$ cat src/rtl/tdm_serial_tx.sv
module tdm_serial_tx #(
  parameter int LINES = 4
) (
  input  logic               clk,
  input  logic               rst_n,
  input  logic               tx_start,
  input  logic [1:0]         fmt_sel,
  input  logic               pcm_sel,
  input  logic [1:0]         pcm_dly,
  input  logic [4:0]         width_m1,
  input  logic [1:0]         pairs_m1,
  input  logic               bclk_fall,
  input  logic               frame_start,
  input  logic               fifo_empty,
  input  logic [32*LINES-1:0] fifo_data,
  output logic               sample_req,
  output logic               underrun,
  output logic [LINES-1:0]   sdata
);

  localparam int SLOT  = 32;
  localparam int FRAME = 2 * SLOT;
  localparam int PW    = $clog2(FRAME);
  localparam int SB    = $clog2(SLOT);
  localparam int DW    = SLOT * LINES;

  logic [PW-1:0]    pos_q;
  logic [PW-1:0]    pos_n;
  logic             armed_q;
  logic [DW-1:0]    word_q;
  logic [DW-1:0]    word_now;
  logic [LINES-1:0] dly_q;
  logic [LINES-1:0] u;
  logic [SB-1:0]    p;
  logic [SB:0]      wid;

  wire go         = tx_start & bclk_fall & (armed_q | frame_start);
  assign pos_n    = frame_start ? '0 : pos_q + 1'b1;
  assign p        = pos_n[SB-1:0];
  wire slot_start = (p == '0);

  assign sample_req = go & slot_start;
  assign underrun   = sample_req & fifo_empty;

  wire delayed = pcm_sel ? (pcm_dly == 2'd0) : ((fmt_sel == 2'd0) || (fmt_sel == 2'd3));
  wire rjust   = !pcm_sel && (fmt_sel == 2'd2);

  assign word_now = slot_start ? (fifo_empty ? '0 : fifo_data) : word_q;
  assign wid      = {1'b0, width_m1} + 1'b1;

  wire          rj_hit = ({1'b0, p} + wid) >= (SB+1)'(SLOT);
  wire          lj_hit = (p <= width_m1);
  wire [SB-1:0] idx_rj = ~p;
  wire [SB-1:0] idx_lj = width_m1 - p;

  for (genvar l = 0; l < LINES; l++) begin : g_line
    wire [SLOT-1:0] w = word_now[l*SLOT +: SLOT];
    wire active = (l <= int'(pairs_m1));
    assign u[l] = active & (rjust ? (rj_hit & w[idx_rj]) : (lj_hit & w[idx_lj]));
  end

  always_ff @(posedge clk) begin
    if (!rst_n) begin
      pos_q   <= '0;
      armed_q <= 1'b0;
      word_q  <= '0;
      dly_q   <= '0;
      sdata   <= '0;
    end else if (!tx_start) begin
      armed_q <= 1'b0;
      dly_q   <= '0;
      sdata   <= '0;
    end else if (go) begin
      armed_q <= 1'b1;
      pos_q   <= pos_n;
      if (slot_start) word_q <= word_now;
      dly_q   <= u;
      sdata   <= delayed ? dly_q : u;
    end
  end

  assert_underrun_with_req_R9: assert property (@(posedge clk) disable iff (!rst_n)
    underrun |-> sample_req);

  assert_req_on_strobe_R8: assert property (@(posedge clk) disable iff (!rst_n)
    sample_req |-> (bclk_fall && tx_start));

  assert_stop_clears_R11: assert property (@(posedge clk) disable iff (!rst_n)
    !tx_start |=> (sdata == '0));

  assert_hold_between_strobes_R12: assert property (@(posedge clk) disable iff (!rst_n)
    (tx_start && !bclk_fall) |=> $stable(sdata));

  assert_no_req_when_off_R10: assert property (@(posedge clk) disable iff (!rst_n)
    !tx_start |-> !sample_req);

endmodule

$ cat config.mk
export PLATFORM = sky130hd
export DESIGN_NAME = tdm_serial_tx
export DESIGN_NICKNAME = d
export VERILOG_FILES = /design/src/rtl/tdm_serial_tx.sv
export SDC_FILE = /design/constraint.sdc
export NUM_CORES = 1
export LEC_CHECK = 0
export BUFFER_PORTS_ARGS = -buffer_cell sky130_fd_sc_hd__buf_2
export CAP_MARGIN = 20
export CORE_MARGIN = 10
export CORE_UTILIZATION = 45
export DETAILED_ROUTE_END_ITERATION = 6
export MAX_ROUTING_LAYER = met4
export PLACE_DENSITY = 0.68
export SETUP_SLACK_MARGIN = 0.5
export SKIP_LAST_GASP = 1
export SLEW_MARGIN = 20
export SYNTH_ARGS = -nofsm -noshare
export SYNTH_HDL_FRONTEND = slang
export SYNTH_SLANG_ARGS = --single-unit
$ cat constraint.sdc
create_clock -name clk -period 4.2 [get_ports clk]
set_input_delay 0.21 -clock clk [delete_from_list [all_inputs] [get_ports clk]]
set_output_delay 0.21 -clock clk [all_outputs]
set_load 0.03 [all_outputs]
==> Word level (Yosys, flattened, before mapping) <==
Index checks and enable logic that the tools add are counted.
{ "classes": {"add_sub_neg": 4, "magnitude_cmp": 7, "n_mux": 25, "n_eq_ne": 2, "reduce_logical": 9, "bitwise_logic": 17} }
{ "ops": {"columns": ["op", "n"], "rows": [
  ["2-to-1 mux 128 bit", 2],
  ["binary-select mux 1 bit (select 5 bit)", 8],
  ["AND 1 bit", 15],
  ["2-to-1 mux 1 bit", 13],
  ["less-than comparator 5 x 6 -> 1 bit (second input constant)", 2],
  ["adder 5 x 1 -> 6 bit (second input constant)", 1],
  ["adder 5 x 6 -> 6 bit", 1],
  ["adder 6 x 1 -> 6 bit (second input constant)", 1],
  [">= comparator 6 bit (second input constant)", 1],
  ["2-to-1 mux 6 bit", 1],
  ["<= comparator 5 bit", 1],
  ["zero test 5 bit", 1],
  ["inverter 5 bit", 1],
  ["subtractor 5 bit", 1],
  ["equality test 2 bit (second input constant)", 2],
  ["<= comparator 2 bit (first input constant)", 2],
  ["zero test 2 bit", 2],
  ["2-to-1 mux 4 bit", 1],
  ["AND reduction 2 bit", 2],
  ["AND reduction 3 bit", 1],
  ["<= comparator 1 x 2 -> 1 bit (first input constant)", 1],
  ["logical AND 1 bit", 1],
  ["zero test 1 bit", 1],
  ["logical OR 1 bit", 1],
  ["bitwise OR 1 bit", 1]
]} }
{ "word_totals": {"inputBits": 146, "word_cells": 69, "register_bits": 143, "out_inout_bits": 6} }

==> Longest topological paths before layout <==
{ "depth": {"ltp_word": 10, "mapped_depth": 20, "depth_no_buf": 15} }

==> Worst setup path before layout <==
OpenSTA, ideal clock, no wires.
{ "synth_path": {"kind": "input to register", "startpoint": "input frame_start", "endpoint": "register sdata[1]", "arrival_time_ps": 4096, "n_path_buf": 7, "t_required_ps": 4079, "setup_ps": 121, "cell_stages": 18, "slack_ps": -17, "cell_sequence": "clkbuf_1 clkbuf_1 or2_2 inv_1 clkbuf_1 ha_1 inv_1 fa_1 clkbuf_1 clkbuf_1 buf_2 clkbuf_1 o211ai_1 o311ai_0 o311a_1 o2111ai_1 o21ai_1 a21oi_1"} }
{ "synth_via": {"elab_chain_cells": 9, "word_cells_on_any_way": 19, "cone_classes": "2 x add/sub; 2 x order compare; 8 x mux; 6 x bitwise; 1 x reduce/logical"} }
{ "synth_lines": {"columns": ["element", "line", "text"], "rows": [
  ["from (decl)", "13", "input logic frame_start,"],
  ["2-to-1 mux 6 bit (*)", "38", "assign pos_n = frame_start ? '0 : pos_q + 1'b1;"],
  ["via pos_n[0]", "28", "logic [PW-1:0] pos_n;"],
  ["parallel branches: the longest is 5 deep, another holds subtractor 5 bit", null, null],
  ["2-to-1 mux 1 bit (*)", "59", "assign u[l] = active & (rjust ? (rj_hit & w[idx_rj]) : (lj_hit & w[idx_lj]));"],
  ["AND 1 bit (*)", "59", null],
  ["2-to-1 mux 4 bit (*)", "78", "sdata <= delayed ? dly_q : u;"],
  ["to (signal assigned)", "78", null],
  ["to (decl)", "18", "output logic [LINES-1:0] sdata"]
]} }
Mark *: on every way through the listed nets, which the timed path passes. The select of a mux whose other input is x is not followed.
A chain may end at the register's enable or synchronous reset.

==> Final worst setup path <==
{ "layout_path": {"startpoint": "register pos_q[0]", "endpoint": "register dly_q[3]"} }
{ "layout_via": {"elab_chain_cells": 9, "word_cells_on_any_way": 17, "cone_classes": "3 x add/sub; 2 x order compare; 7 x mux; 4 x bitwise; 1 x reduce/logical"} }
{ "layout_lines": {"columns": ["element", "line", "text"], "rows": [
  ["from (decl)", "27", "logic [PW-1:0] pos_q;"],
  ["from (signal assigned)", "75", "pos_q <= pos_n;"],
  ["adder 6 x 1 -> 6 bit (*)", "38", null],
  ["2-to-1 mux 6 bit (*)", "38", null],
  ["parallel branches: the longest is 5 deep, another holds subtractor 5 bit", null, null],
  ["2-to-1 mux 1 bit (*)", "59", null],
  ["AND 1 bit (*)", "59", null],
  ["to (signal assigned)", "77", "dly_q <= u;"],
  ["to (decl)", "32", "logic [LINES-1:0] dly_q;"]
]} }
Mark *: on every way between the ends. The select of a mux whose other input is x is not followed.

==> impl_metrics.toml <==
[run_status]
status = "completed"

[final_layout]
final_cell_count_no_fill = 1836
final_net_count = 1662
drive_above_1_share_pct = 23.2
syn2layout_area_growth_pct = 19.6
postLayoutCellArea_um2 = 12900
final_core_utilization_pct = 54.8

[global_routing]
grt_max_degree = 152
top_usage_layer = "met2"
grt_pass1_vias = 11086
grt_pass1_wl_um = 62900
grt_remaining_overflow = 0
grt_usage_pct = 26.2
use_met3_pct = 5.09
antenna_found_initial = 0
met1_usage_pct = 34.1
grt_use_met2_pct = 39.9

[floorplanning]
die-height_um = 175
core_area_um2 = 23500
start_util_pct = 45.8
die_area_um2 = 30500
die_w_um = 175
num_io_pins = 152
rows = 56

[yosys]
synth_fa_ha_area_share_pct = 1.46
ys_seq_elements = 142
synthSimpleGateAreaFrac_pct = 27.1
yosysTopAreaCellShare_pct = 26.4
synth_area_leaders = "dfxtp_1 (26%), nand2_1 (8.5%), a21boi_0 (7.9%), nand3b_1 (6.8%), mux2i_1 (6.4%)"
synth_area_um2 = 10800
synth_enable_flop_cells = 0
synth_xor_area_share_pct = 0.638
synth_cell_type_count = 76
synthMuxAreaShare_pct = 14.7
ys_async_sr_fraction_pct = 0
syn-num-nets = 1542
synth_top_family_by_area = "simple AND/OR/NAND/NOR gates"
synth-compound-area-share_pct = 24.1
post_synth.cell_area_avg_um2 = 7.79
ys_warn_count = 0
synthFlopType = "dfxtp_1"
yosysSeqAreaShare_pct = 26.4
syn_inst = 1384
yosys.area.top_type = "dfxtp_1"

[routing]
wl_per_cell_um = 22.5
num_vias = 11465
drt_first_pass_iters = 6
vias_per_cell = 6.24
ant_nets = 0
drc = 0
wirelength_um = 41300
drtIter0Drc = 1457

[worst_setup_path]
worstSetupStartpointType = "register"
cp.required_ps = 4510
slowest_stage = "fa_4"
arrival_ps = 3950
crit_type = "reg -> reg"
crit_path_end_kind = "register"
cp_num_buf_inv = 3
r2r_cells = 14
path_cells = "or2_4 > inv_2 > ha_4 > inv_1 > fa_4 > buf_8 > mux2_2 > mux4_2 > mux2i_2 > o22ai_1 > a211oi_1 > o31ai_2 > nand4_1 > a21oi_1"
r2r_slack_ps = 560
critPathMaxStageDelay_ps = 800
crit_family = "multiplexers"
worstPathMaxFanout = 8
r2r-start = "pos_q[0]"
r2r-end = "dly_q[3]"

[placement]
io_buffers = 151
placed_area_um2 = 11900
dp_cells = 1782
hpwlAfterDp_um = 27400
place_congestion = 0.965
place_ws_ps = 256

[timing]
maxSlewHeadroom_pct = 31.0
finalSetupViolations = 0
fmax_mhz = 275
hold_slack_ps = 66.1
slew_viol_final = 0
min_period_over_period_pct = 86.7
finalClockSkew_ps = 9.64
rsz0062_at_grt = "false"
fin_tns_setup_ps = 0
period_needed_ps = 3640
setup_slack_ps = 560
tightest_slew_ps = 1040
finalHoldViolCount = 0

[clock_tree]
clk_pin_slew_ps = 60
clock_latency_ps = 430
numCtsBuffers = 17
cts-root-buf = "clkbuf_16"
cts_htree_levels = 4
holdBufCountCts = 0
cts_sinks = 142
cts_buffer_depth = 2
cts_tree = "built"

[pwr]
p_sw_mw = 1.19
p_leak_nw = 4.89
p_per_area_nw_per_um2 = 303
peakVddDrop_uv = 187
total_power_mw = 3.90
p_int_mw = 2.71
p_clk_share_pct = 39.9
comb_power_share_pct = 24.7
switching_share_pct = 30.5
p_seq_share_pct = 35.5

[worst_hold_path]
hold_depth = 3
hold_class = "in -> reg"
holdCritStartpoint = "fifo_data[122]"
min_delay_worst_endpoint = "word_q[122]"

[flow_run]
drv_cap = 0
## routing by layer
layer  vias up  part of all wire [%]
met2       663                    45
met4         0                   3.0
met1      5447                    43
li1       5247                     -
met5         -                     0
met3       108                   9.2
## sequential cells by signal (all words and copies together), names as in the netlist
name and cells:
pos_q 5, armed_q 1, dly_q 4, sdata 4, word_q 128
## worst max path at each step
stage                     slack, ps       end  cells after the start   startpoint
final                           560  dly_q[3]                     14     pos_q[0]
after global routing            450  sdata[1]                     15     pos_q[0]
after global placement          340  sdata[1]                     14  frame_start
after floorplan                 510  sdata[3]                     17     pos_q[1]
after detailed placement        260  dly_q[3]                     13     pos_q[0]
after CTS                       490  dly_q[3]                     14     pos_q[0]
## cells in the final DEF (no fill, tap or decap), types with 7 or more instances in the layout
cell and n:
nand2_1 241, nor2_1 72, nand2b_1 22, and3_1 7, buf_4 61, dfxtp_1 140, inv_1 12, a311oi_1 9
nor3_1 32, a211oi_1 16, or3_1 7, ha_1 7, mux4_2 19, o221ai_1 8, and2_1 24, mux2_2 35
nor2b_1 27, buf_12 7, a21oi_1 47, o2111ai_1 7, mux2i_1 67, buf_2 150, nand3_1 13, o21ai_0 69
a21boi_0 113, nor3b_1 9, clkbuf_16 19, a31oi_1 16, o211ai_1 9, o22ai_1 13, nand3b_1 97
## power by group through the flow
stage	sequential (mW)	clock (mW)	combinational, mW
floorplan	1.41	0	0.547
global placement	1.41	0	0.853
detailed placement	1.41	0	0.858
CTS	1.38	1.57	0.900
global route	1.39	1.62	1.02
finish	1.38	1.56	0.963
## worst min-delay path, stage by stage
cell,delay [ps]
buf_2,110
nand3b_1,60
a21boi_0,70
## synth_stat cells, drive strengths merged, types with 24 or more instances
master	n
nand2	243
dfxtp	142
a21boi	113
nand3b	97
clkbuf	87
o21ai	75
nor2	72
mux2i	71
a21oi	49
buf	40
mux2	37
nor3	33
nor2b	27
and2	24
## kinds of logic (layout without fill, tap and decap cells)
group                      after synthesis  after routing
muxes                                  127            127
buffers and inverters                  145            276
other                                    0              1
xor gates and xnor gates                 7              7
and+or+nand+nor                        574            575
AOI/OAI and AO/OA                      377            377
adders and majority gates               12             12
DFF                                    142            142
## layout make-up
cell class,count,area [um2]
Sequential cell,142,2850
Multi-Input combinational cell,1098,7470
Timing Repair Buffer,227,1520
Clock buffer,21,480
Clock inverter,10,113
Antenna cell,1,2.50
Fill cell,2257,10600
Inverter,18,70.1
Tap cell,319,399
## what timing repair did
action                     4_1_cts  5_1_grt
gates resized for setup         13       20
pin swaps                        1       12
setup endpoints to repair        6        8
setup buffers                    4       14
gates cloned                     2        2
No activity file was read; power rests on OpenSTA's default activity.
